===== config.mk =====
export PLATFORM = sky130hd
export DESIGN_NAME = pic8_ctrl
export DESIGN_NICKNAME = d
export VERILOG_FILES = /design/src/rtl/pic8_pkg.sv /design/src/rtl/pic8_first_set.sv /design/src/rtl/pic8_cfg.sv /design/src/rtl/pic8_regs.sv /design/src/rtl/pic8_ctrl.sv
export SDC_FILE = /design/constraint.sdc
export NUM_CORES = 1
export LEC_CHECK = 0
export ABC_AREA = 1
export BUFFER_PORTS_ARGS = -buffer_cell sky130_fd_sc_hd__buf_4
export CAP_MARGIN = 20
export CORE_MARGIN = 4
export CORE_UTILIZATION = 58
export CTS_BUF_LIST = sky130_fd_sc_hd__clkbuf_8
export DETAILED_ROUTE_END_ITERATION = 6
export GPL_ROUTABILITY_DRIVEN = 0
export GPL_TIMING_DRIVEN = 0
export PLACE_DENSITY = 0.82
export SYNTH_ARGS = -nofsm -noshare
export SYNTH_HDL_FRONTEND = slang
export SYNTH_SLANG_ARGS = --single-unit

===== constraint.sdc =====
create_clock -name clk_i -period 3.15 [get_ports clk_i]
set_input_delay 0.63 -clock clk_i [delete_from_list [all_inputs] [get_ports clk_i]]
set_output_delay 0.63 -clock clk_i [all_outputs]
set_load 0.05 [all_outputs]

===== src/rtl/pic8_pkg.sv =====
package pic8_pkg;
  typedef enum logic [2:0] {
    ST_OFF,
    ST_BASE,
    ST_CASC,
    ST_MODE,
    ST_RUN
  } init_st_e;

  localparam logic [2:0] EOI_NONSPEC = 3'b001;
  localparam logic [2:0] EOI_SPEC    = 3'b011;
endpackage


===== src/rtl/pic8_first_set.sv =====
module pic8_first_set #(
  parameter int unsigned N     = 8,
  parameter int unsigned LVL_W = $clog2(N)
) (
  input  logic [N-1:0]     vec_i,
  output logic             valid_o,
  output logic [LVL_W-1:0] idx_o
);
  always_comb begin
    valid_o = |vec_i;
    idx_o   = '0;
    for (int i = N - 1; i >= 0; i--) begin
      if (vec_i[i]) idx_o = LVL_W'(i);
    end
  end
endmodule


===== src/rtl/pic8_cfg.sv =====
module pic8_cfg
  import pic8_pkg::*;
#(
  parameter int unsigned N     = 8,
  parameter int unsigned LVL_W = $clog2(N)
) (
  input  logic             clk_i,
  input  logic             rst_ni,
  input  logic             addr_i,
  input  logic             wr_i,
  input  logic             rd_i,
  input  logic [N-1:0]     wdata_i,
  output logic             ready_o,
  output logic [N-1:0]     imr_o,
  output logic [N-1:0]     base_o,
  output logic [N-1:0]     casc_o,
  output logic             smm_o,
  output logic             rsel_isr_o,
  output logic             poll_o,
  output logic             init_o,
  output logic             eoi_ns_o,
  output logic             eoi_sp_o,
  output logic [LVL_W-1:0] eoi_lvl_o
);
  init_st_e   st_q;
  logic       need_casc_q, need_mode_q;
  logic       cmd_wr, dat_wr, is_ocw2, is_ocw3;

  assign cmd_wr  = wr_i & ~addr_i;
  assign dat_wr  = wr_i & addr_i;
  assign init_o  = cmd_wr & wdata_i[4];
  assign is_ocw3 = cmd_wr & ~wdata_i[4] & wdata_i[3];
  assign is_ocw2 = cmd_wr & ~wdata_i[4] & ~wdata_i[3];

  assign eoi_ns_o  = is_ocw2 && (wdata_i[7:5] == EOI_NONSPEC);
  assign eoi_sp_o  = is_ocw2 && (wdata_i[7:5] == EOI_SPEC);
  assign eoi_lvl_o = wdata_i[LVL_W-1:0];
  assign ready_o   = (st_q == ST_RUN);

  always_ff @(posedge clk_i or negedge rst_ni) begin
    if (!rst_ni) begin
      st_q        <= ST_OFF;
      need_casc_q <= 1'b0;
      need_mode_q <= 1'b0;
      imr_o       <= '1;
      base_o      <= '0;
      casc_o      <= '0;
      smm_o       <= 1'b0;
      rsel_isr_o  <= 1'b0;
      poll_o      <= 1'b0;
    end else begin
      if (rd_i && poll_o) poll_o <= 1'b0;
      if (init_o) begin
        st_q        <= ST_BASE;
        need_casc_q <= ~wdata_i[1];
        need_mode_q <= wdata_i[0];
        imr_o       <= '0;
        smm_o       <= 1'b0;
        rsel_isr_o  <= 1'b0;
        poll_o      <= 1'b0;
      end else if (dat_wr) begin
        unique case (st_q)
          ST_BASE: begin
            base_o <= wdata_i;
            st_q   <= need_casc_q ? ST_CASC : (need_mode_q ? ST_MODE : ST_RUN);
          end
          ST_CASC: begin
            casc_o <= wdata_i;
            st_q   <= need_mode_q ? ST_MODE : ST_RUN;
          end
          ST_MODE: st_q  <= ST_RUN;  // only one processor mode exists
          ST_RUN:  imr_o <= wdata_i;
          default: ;
        endcase
      end else if (is_ocw3) begin
        if (wdata_i[6]) smm_o <= wdata_i[5];
        if (wdata_i[1]) rsel_isr_o <= wdata_i[0];
        if (wdata_i[2]) poll_o <= 1'b1;
      end
    end
  end
endmodule


===== src/rtl/pic8_regs.sv =====
module pic8_regs #(
  parameter int unsigned N     = 8,
  parameter int unsigned LVL_W = $clog2(N)
) (
  input  logic             clk_i,
  input  logic             rst_ni,
  input  logic [N-1:0]     req_i,
  input  logic [N-1:0]     imr_i,
  input  logic             smm_i,
  input  logic             ready_i,
  input  logic             init_i,
  input  logic             take_i,
  input  logic             eoi_ns_i,
  input  logic             eoi_sp_i,
  input  logic [LVL_W-1:0] eoi_lvl_i,
  output logic [N-1:0]     irr_o,
  output logic [N-1:0]     isr_o,
  output logic             grant_o,
  output logic [LVL_W-1:0] grant_lvl_o
);
  logic [N-1:0]     prev_q, irr_q, isr_q;
  logic [N-1:0]     pend, eff_isr, take_mask, clr_mask;
  logic             pend_v, eff_v, top_v;
  logic [LVL_W-1:0] pend_lvl, eff_lvl, top_lvl;

  assign pend    = irr_q & ~imr_i;
  assign eff_isr = smm_i ? (isr_q & ~imr_i) : isr_q;

  pic8_first_set #(.N(N), .LVL_W(LVL_W)) u_pend (.vec_i(pend),    .valid_o(pend_v), .idx_o(pend_lvl));
  pic8_first_set #(.N(N), .LVL_W(LVL_W)) u_blk  (.vec_i(eff_isr), .valid_o(eff_v),  .idx_o(eff_lvl));
  pic8_first_set #(.N(N), .LVL_W(LVL_W)) u_top  (.vec_i(isr_q),   .valid_o(top_v),  .idx_o(top_lvl));

  assign grant_o     = ready_i && pend_v && (!eff_v || (pend_lvl < eff_lvl));
  assign grant_lvl_o = pend_lvl;

  always_comb begin
    take_mask = '0;
    clr_mask  = '0;
    if (take_i && grant_o) take_mask = N'(1) << pend_lvl;
    if (eoi_ns_i && top_v) clr_mask = N'(1) << top_lvl;
    if (eoi_sp_i)          clr_mask = N'(1) << eoi_lvl_i;
  end

  for (genvar g = 0; g < N; g++) begin : g_lvl
    always_ff @(posedge clk_i or negedge rst_ni) begin
      if (!rst_ni) begin
        prev_q[g] <= 1'b0;
        irr_q[g]  <= 1'b0;
        isr_q[g]  <= 1'b0;
      end else begin
        prev_q[g] <= req_i[g];
        irr_q[g]  <= (irr_q[g] & ~take_mask[g]) | (req_i[g] & ~prev_q[g]);
        isr_q[g]  <= init_i ? 1'b0 : ((isr_q[g] & ~clr_mask[g]) | take_mask[g]);
      end
    end
  end

  assign irr_o = irr_q;
  assign isr_o = isr_q;
endmodule


===== src/rtl/pic8_ctrl.sv =====
module pic8_ctrl #(
  parameter int unsigned N_IN = 8
) (
  input  logic            clk_i,
  input  logic            rst_ni,
  input  logic            addr_i,
  input  logic            wr_i,
  input  logic            rd_i,
  input  logic [N_IN-1:0] wdata_i,
  output logic [N_IN-1:0] rdata_o,
  input  logic [N_IN-1:0] req_i,
  output logic            irq_o,
  input  logic            ack_i,
  output logic [N_IN-1:0] vector_o,
  output logic [N_IN-1:0] cascade_o
);
  localparam int unsigned LVL_W = $clog2(N_IN);
  localparam int unsigned PAD_W = N_IN - 1 - LVL_W;

  logic             ready, smm, rsel_isr, poll, init, eoi_ns, eoi_sp, grant, take;
  logic [LVL_W-1:0] eoi_lvl, grant_lvl;
  logic [N_IN-1:0]  imr, base, irr, isr;

  pic8_cfg #(.N(N_IN), .LVL_W(LVL_W)) u_cfg (
    .clk_i, .rst_ni, .addr_i, .wr_i, .rd_i, .wdata_i,
    .ready_o(ready), .imr_o(imr), .base_o(base), .casc_o(cascade_o),
    .smm_o(smm), .rsel_isr_o(rsel_isr), .poll_o(poll), .init_o(init),
    .eoi_ns_o(eoi_ns), .eoi_sp_o(eoi_sp), .eoi_lvl_o(eoi_lvl)
  );

  assign take = ack_i | (rd_i & poll);

  pic8_regs #(.N(N_IN), .LVL_W(LVL_W)) u_regs (
    .clk_i, .rst_ni, .req_i, .imr_i(imr), .smm_i(smm), .ready_i(ready),
    .init_i(init), .take_i(take), .eoi_ns_i(eoi_ns), .eoi_sp_i(eoi_sp),
    .eoi_lvl_i(eoi_lvl), .irr_o(irr), .isr_o(isr), .grant_o(grant),
    .grant_lvl_o(grant_lvl)
  );

  assign irq_o    = grant;
  assign vector_o = {base[N_IN-1:LVL_W], grant ? grant_lvl : {LVL_W{1'b1}}};

  always_comb begin
    if (poll)        rdata_o = {grant, {PAD_W{1'b0}}, grant ? grant_lvl : {LVL_W{1'b0}}};
    else if (addr_i) rdata_o = rsel_isr ? isr : irr;
    else             rdata_o = imr;
  end
endmodule


==> results.yml, run 1 <==
critical_path:
  crit_path_end_kind: "output port"
  arrival_ns: 2.66
  worstReg2RegStart: "u_cfg.imr_o[0]"
  crit_family: "simple AND/OR/NAND/NOR gates"
  critPathRequiredTime_ns: 2.52
  worst-path-buf-inv: 2
  worst_setup_path_start_kind: "flop"
  critical-path-slowest-cell: "dfstp_2"
  crit_fanout: 3
  crit_chain: "inv_2 > o21ai_2 > nand2_2 > nor2_4 > o21ai_1 > ha_1 > a21oi_2 > nand2_2 > nand2_4 > nand2_4 > nor2_4 > nand2_1 > o21ai_2 > buf_6"
  crit_type: "flop to output port"
  cpPeakStageDelay_ns: 0.57
  startpoint: "u_cfg.imr_o[0]"
timing:
  finalCritPeriodShare: 1.045
  rsz0062_at_grt: "true"
  maxSlewViolCount: 0
  fin_worst_skew_ns: 0.003763
  tns_ns: -0.3232
  fmax_mhz: 303.9
  timing.hold.ws_ns: 0.3234
  fin_crit_ns: 3.291
  relSlewSlack: 0.5504
  setup_viol: 4
  setup_slack_ns: -0.1409
  finalHoldViolations: 0
  max_slew.worst_pin.slew_ns: 0.6743
drt:
  drt_iter0_drc: 405
  firstDrtPassIters: 7
  routed_via_density: 5.652
  drc: 2
  ant_nets: 0
  routedWlPerCell_um: 15.47
  vias: 2922
  drt_wl_total_mm: 7.998
logic_synthesis:
  synth.distinct_cells: 32
  avgSynthCellArea_um2: 7.576
  syn-instance-count: 382
  synthesis.area_um2: 2894
  yosysWarningCount: 0
  synth_nets: 406
  yosysSeqAreaShare: 0.4617
  ys_ff_latch: 53
clock_tree:
  cts_max_path_buffers: 2
  cts_made_buffers: 5
  cts_root_buf: "clkbuf_8"
  clkLatencyLatePin_ns: 0.31
  htree_levels: 2
  cts_num_sinks: 53
  cts_tree: "yes"
  path_clk_slew_ns: 0.10
pwr:
  peakVddDrop_mv: 0.4816
  pwr-share-seq: 0.339
  power_density_nw_per_um2: 813.4
  p_sw_frac: 0.4682
  switchingPower_uw: 1380
  clkPwrFrac: 0.139
  p_leak_uw: 0.001767
  p_comb_frac: 0.522
  internal-power_uw: 1567
global_routing:
  grt_pass1_wl_mm: 12.31
  grt_max_degree: 54
  overflow: 0
  antenna_found_initial: 0
  grt_pass1_vias: 2612
  track_usage: 0.2587
placed_design:
  dp.cells: 495
  post-dp-hpwl_mm: 5.538
  dp_slack_ns: 0.07932
  port_buffers: 46
run_status:
  violations: "DRC, setup timing"
  outcome: "finished with violations"
floorplanning:
  initial_utilization: 0.6047
  design.die.area_um2: 6183
  rows: 25
  die_h_um: 78.64
  chipWidth_um: 78.64
  io-pin-count: 47
  core_area_um2: 4786
layout:
  final_nets: 473
  drive_above_1_share: 0.2667
  final_common_cell: "nand2_1"
  n_antenna_cell: 0
  areaGrowthSynthToFinish_pct: 25.16
  layout.cells.non_filler: 517
  final_cell_mix: "nand2_1, buf_4, inv_1"
min_path:
  hold_class: "input pin to asynchronous set/reset pin"
job:
  maxCapViolCount: 0
kinds of logic after synthesis:
family                   after synthesis  synth area share
buffers and inverters                 67           0.08690
AND/OR/NAND/NOR                      168            0.2603
flip-flops                            53            0.4617
AO/OA/AOI/OAI                         92            0.1825
adder cells (fa/ha/maj)                2          0.008645
path summary, 6_finish.rpt:
kind | end | slack (ns) | cells past startpoint
max in group asynchronous | u_cfg.smm_o | 2.35 | 1
hold / removal | u_regs.irr_o[5] | 0.32 | 1
setup reg to reg | u_regs.isr_o[3] | 0.66 | 13
min in group clk_i | u_regs.prev_q[5] | 0.42 | 1
hold reg to reg | u_regs.irr_o[2] | 0.48 | 3
setup / recovery | rdata_o[0] | -0.14 | 14
power by group through the flow:
stage,Sequential (uW),Combinational (uW),Clock [uW]
after floorplan,1260,657,0
after global placement,1000,1280,0
after detailed placement,1010,1300,0
after CTS,995,1430,415
after global routing,1020,1650,449
final,999,1540,409
synthesized netlist by cell type (all sizes together):
master  count  area share
a211oi      1      0.0026
a21oi      30       0.061
clkbuf      5      0.0065
clkinv      1      0.0013
dfrtp      45        0.39
dfstp       8       0.073
ha          2      0.0086
inv        61       0.079
nand2     109        0.15
nand3      15       0.028
nand4      10       0.022
nor2       20       0.029
nor3       11       0.025
nor3b       1      0.0026
nor4        2      0.0043
o211ai      8       0.021
o21ai      44       0.076
o21bai      1      0.0026
o221ai      1      0.0030
o22ai       5       0.011
o311ai      1      0.0030
o31ai       1      0.0026
state kept, by name, indices dropped and copies added (netlist names):
signal,cells
u_regs.prev_q,8
u_regs.isr_o,8
u_cfg.rsel_isr_o,1
u_cfg.casc_o,8
u_regs.irr_o,8
u_cfg.need_mode_q,1
u_cfg.st_q,3
u_cfg.smm_o,1
u_cfg.imr_o,8
u_cfg.base_o,5
u_cfg.poll_o,1
u_cfg.need_casc_q,1
metal layers:
layer	global-route usage	wire length, um	vias to the layer above
met5	0	0	-
met4	0.1066	233	0
met3	0.05046	685	30
met2	0.3905	3737	181
met1	0.3648	3340	1325
li1	-	-	1386
area by class of cell:
class | count | area (um2)
Multi-Input combinational cell | 262 | 1389
Sequential cell | 53 | 1336
Fill cell | 350 | 1164
Timing Repair Buffer | 60 | 465.4
Inverter | 62 | 232.7
Tap cell | 67 | 83.83
Clock buffer | 6 | 82.58
Buffer | 5 | 18.77
Clock inverter | 2 | 13.76
per-stage QoR:
step / area, um2 / util / power, uW
after floorplan: 2894 / - / 1920
after global routing: 3622 / 0.7569 / 3113
final: 3622 / 0.7569 / 2946
after detailed placement: 3323 / 0.6944 / 2310
after global placement: 3323 / 0.6944 / 2280
after CTS: 3512 / 0.7339 / 2838
repair_timing:
| item | CTS | global route |
|---|---|---|
| pin swaps | 7 | 11 |
| hold buffers | 0 | 0 |
| endpoints found under the setup margin | 8 | 8 |
| gates resized for setup | 10 | 21 |
| buffers inserted | 9 | 5 |
Power figures use the tool's default switching activity.
==> inputs of run 2 (changes only) <==
- clock period: 3.15 -> 3.6 ns (I/O delays scaled with it)
==> run 2 against run 1 <==
Compared with the run above:
- the flow now finishes without violations
- sequential share of layout area up 2.0 points
- via count down 5.2%
- non-clock buffer count down 13
- sequential power down 13%
- core utilization down 3.9 points
- die area unchanged
- critical endpoint is now rdata_o[2]
==> results.yml, run 2 (synthesis gave the netlist of run 1 again) <==
clock_tree:
  cts_root_buf: "clkbuf_8"
  cts_made_buffers: 5
  cts_num_sinks: 53
  htree_levels: 2
  cts_tree: "yes"
  path_clk_slew_ns: 0.09
  clkLatencyLatePin_ns: 0.31
  cts_max_path_buffers: 2
  ctsHoldBuffers: 0
critical_path:
  r2r_cells: 11
  r2r_end: "u_regs.isr_o[3]"
  crit_path_end_kind: "output port"
  worst-path-buf-inv: 2
  worstReg2RegStart: "u_cfg.imr_o[0]"
  critical-path-slowest-cell: "dfstp_2"
  worst_setup_path_start_kind: "flop"
  crit_fanout: 9
  cpPeakStageDelay_ns: 0.59
  arrival_ns: 2.69
  r2r_setup_slack_ns: 1.27
  critPathRequiredTime_ns: 2.88
  crit_chain: "inv_2 > o21ai_1 > nand2_1 > nor2_2 > o21ai_0 > ha_1 > a21oi_1 > nand2_2 > nand2_4 > nand2_4 > nor2_4 > nand2_1 > o21ai_1 > buf_6"
  crit_cells: 14
  crit_type: "flop to output port"
  crit_family: "simple AND/OR/NAND/NOR gates"
drt:
  ant_nets: 0
  drt_wl_total_mm: 7.254
  drt_iter0_drc: 226
  vias: 2771
  drc: 0
  firstDrtPassIters: 5
  routed_via_density: 5.498
  routedWlPerCell_um: 14.39
layout:
  final_cell_mix: "nand2_1, inv_1, buf_4, dfrtp_1, o21ai_0"
  fin_area_um2: 3437
  layout.cells.non_filler: 504
  drive_above_1_share: 0.1991
  areaGrowthSynthToFinish_pct: 18.76
  ff_latch_area_um2: 1336
  n_antenna_cell: 0
  fillers: 379
  multi_input_area_um2: 1309
  final_nets: 460
  final_common_cell: "nand2_1"
timing:
  setup_viol: 0
  finalCritPeriodShare: 0.9483
  fmax_mhz: 292.9
  finalHoldViolations: 0
  rsz0062_at_grt: "false"
  fin_worst_skew_ns: 0.003283
  maxSlewViolCount: 0
  max_slew.worst_pin.slew_ns: 0.6667
  relSlewSlack: 0.5555
  fin_crit_ns: 3.414
  tns_ns: 0
floorplanning:
  chipWidth_um: 78.64
  design.die.area_um2: 6183
  die_h_um: 78.64
  rows: 25
  initial_utilization: 0.6047
  io-pin-count: 47
  core_area_um2: 4786
pwr:
  p_comb_frac: 0.484
  pwr-share-seq: 0.367
  peakVddDrop_mv: 0.4220
  total_power_uw: 2378
  p_sw_frac: 0.4730
  clkPwrFrac: 0.149
  switchingPower_uw: 1125
  p_leak_uw: 0.001690
  internal-power_uw: 1253
  power_density_nw_per_um2: 691.8
global_routing:
  grt_max_degree: 54
  grt_pass1_wl_mm: 11.81
  overflow: 0
  grt_pass1_vias: 2527
  track_usage: 0.2476
  antenna_found_initial: 0
placed_design:
  port_buffers: 46
  post-dp-hpwl_mm: 5.538
  dp.cells: 495
  placed_cell_area_um2: 3323
run_status:
  outcome: "finished, final reports clean"
min_path:
  hold_class: "input pin to asynchronous set/reset pin"
job:
  maxCapViolCount: 0
[run 2: cell count changes in the layout (fill, tap and decap cells not counted), sizes merged]
cell  change
buf      -13
[run 2: worst reg2reg max path: stages, from the launching register on]
cell     delay, ns
dfstp_2       0.59
inv_2         0.04
o21ai_1       0.20
nand2_1       0.11
nor2_2        0.11
o21ai_0       0.12
ha_1          0.31
a21oi_1       0.18
nand2_2       0.09
nand2_4       0.11
nand4_1       0.20
a21oi_1       0.19
[run 2: repair_timing]
| item | in CTS | in global routing |
|---|---|---|
| setup buffers | 0 | 1 |
| resized for setup | 0 | 5 |
| endpoints found under the setup margin | 0 | 3 |
[run 2: routing by layer]
metal	GRT usage	vias to the layer above	wire length, um	part of all wire
li1	-	1360	-	-
met1	0.3513	1285	3199	0.44
met2	0.3854	115	3440	0.47
met3	0.04128	11	504	0.069
met4	0.08392	0	110	0.015
met5	0	-	0	0
[run 2: power by group through the flow]
stage	Sequential [uW]	Combinational [uW]	Clock [uW]
2_1_floorplan	1110	575	0
3_3_place_gp	876	1120	0
3_5_place_dp	881	1140	0
4_1_cts	869	1140	363
5_1_grt	889	1250	391
6_report	872	1150	354
[run 2: cell type report]
type,count,share of cell area
flip-flops and latches,53,0.3888
multi-input cells,262,0.3808
repair buffers,47,0.1048
inverters,62,0.06771
well taps,67,0.02439
clock buffers,6,0.02403
plain buffers,5,0.005460
clock inverters,2,0.004004
[run 2: worst max path at each step]
stage,start,to,slack (ns)
detailed placement,u_cfg.imr_o[1],rdata_o[2],0.44
global placement,u_cfg.imr_o[1],rdata_o[2],0.50
CTS,u_cfg.imr_o[1],rdata_o[2],0.08
floorplan,u_cfg.imr_o[5],rdata_o[7],0.38
finish,u_cfg.imr_o[0],rdata_o[2],0.19
global route,u_cfg.imr_o[2],rdata_o[1],0.008
[run 2: metrics by stage]
step,setup WS [ns],hold slack (ns),util
finish,0.1862,0.4260,0.7182
global route,0.007611,0.4697,0.7182
CTS,0.08406,0.4568,0.7145
detailed placement,0.4393,0.4683,0.6944
global placement,0.4977,0.4594,0.6944
floorplan,0.3796,0.4244,-
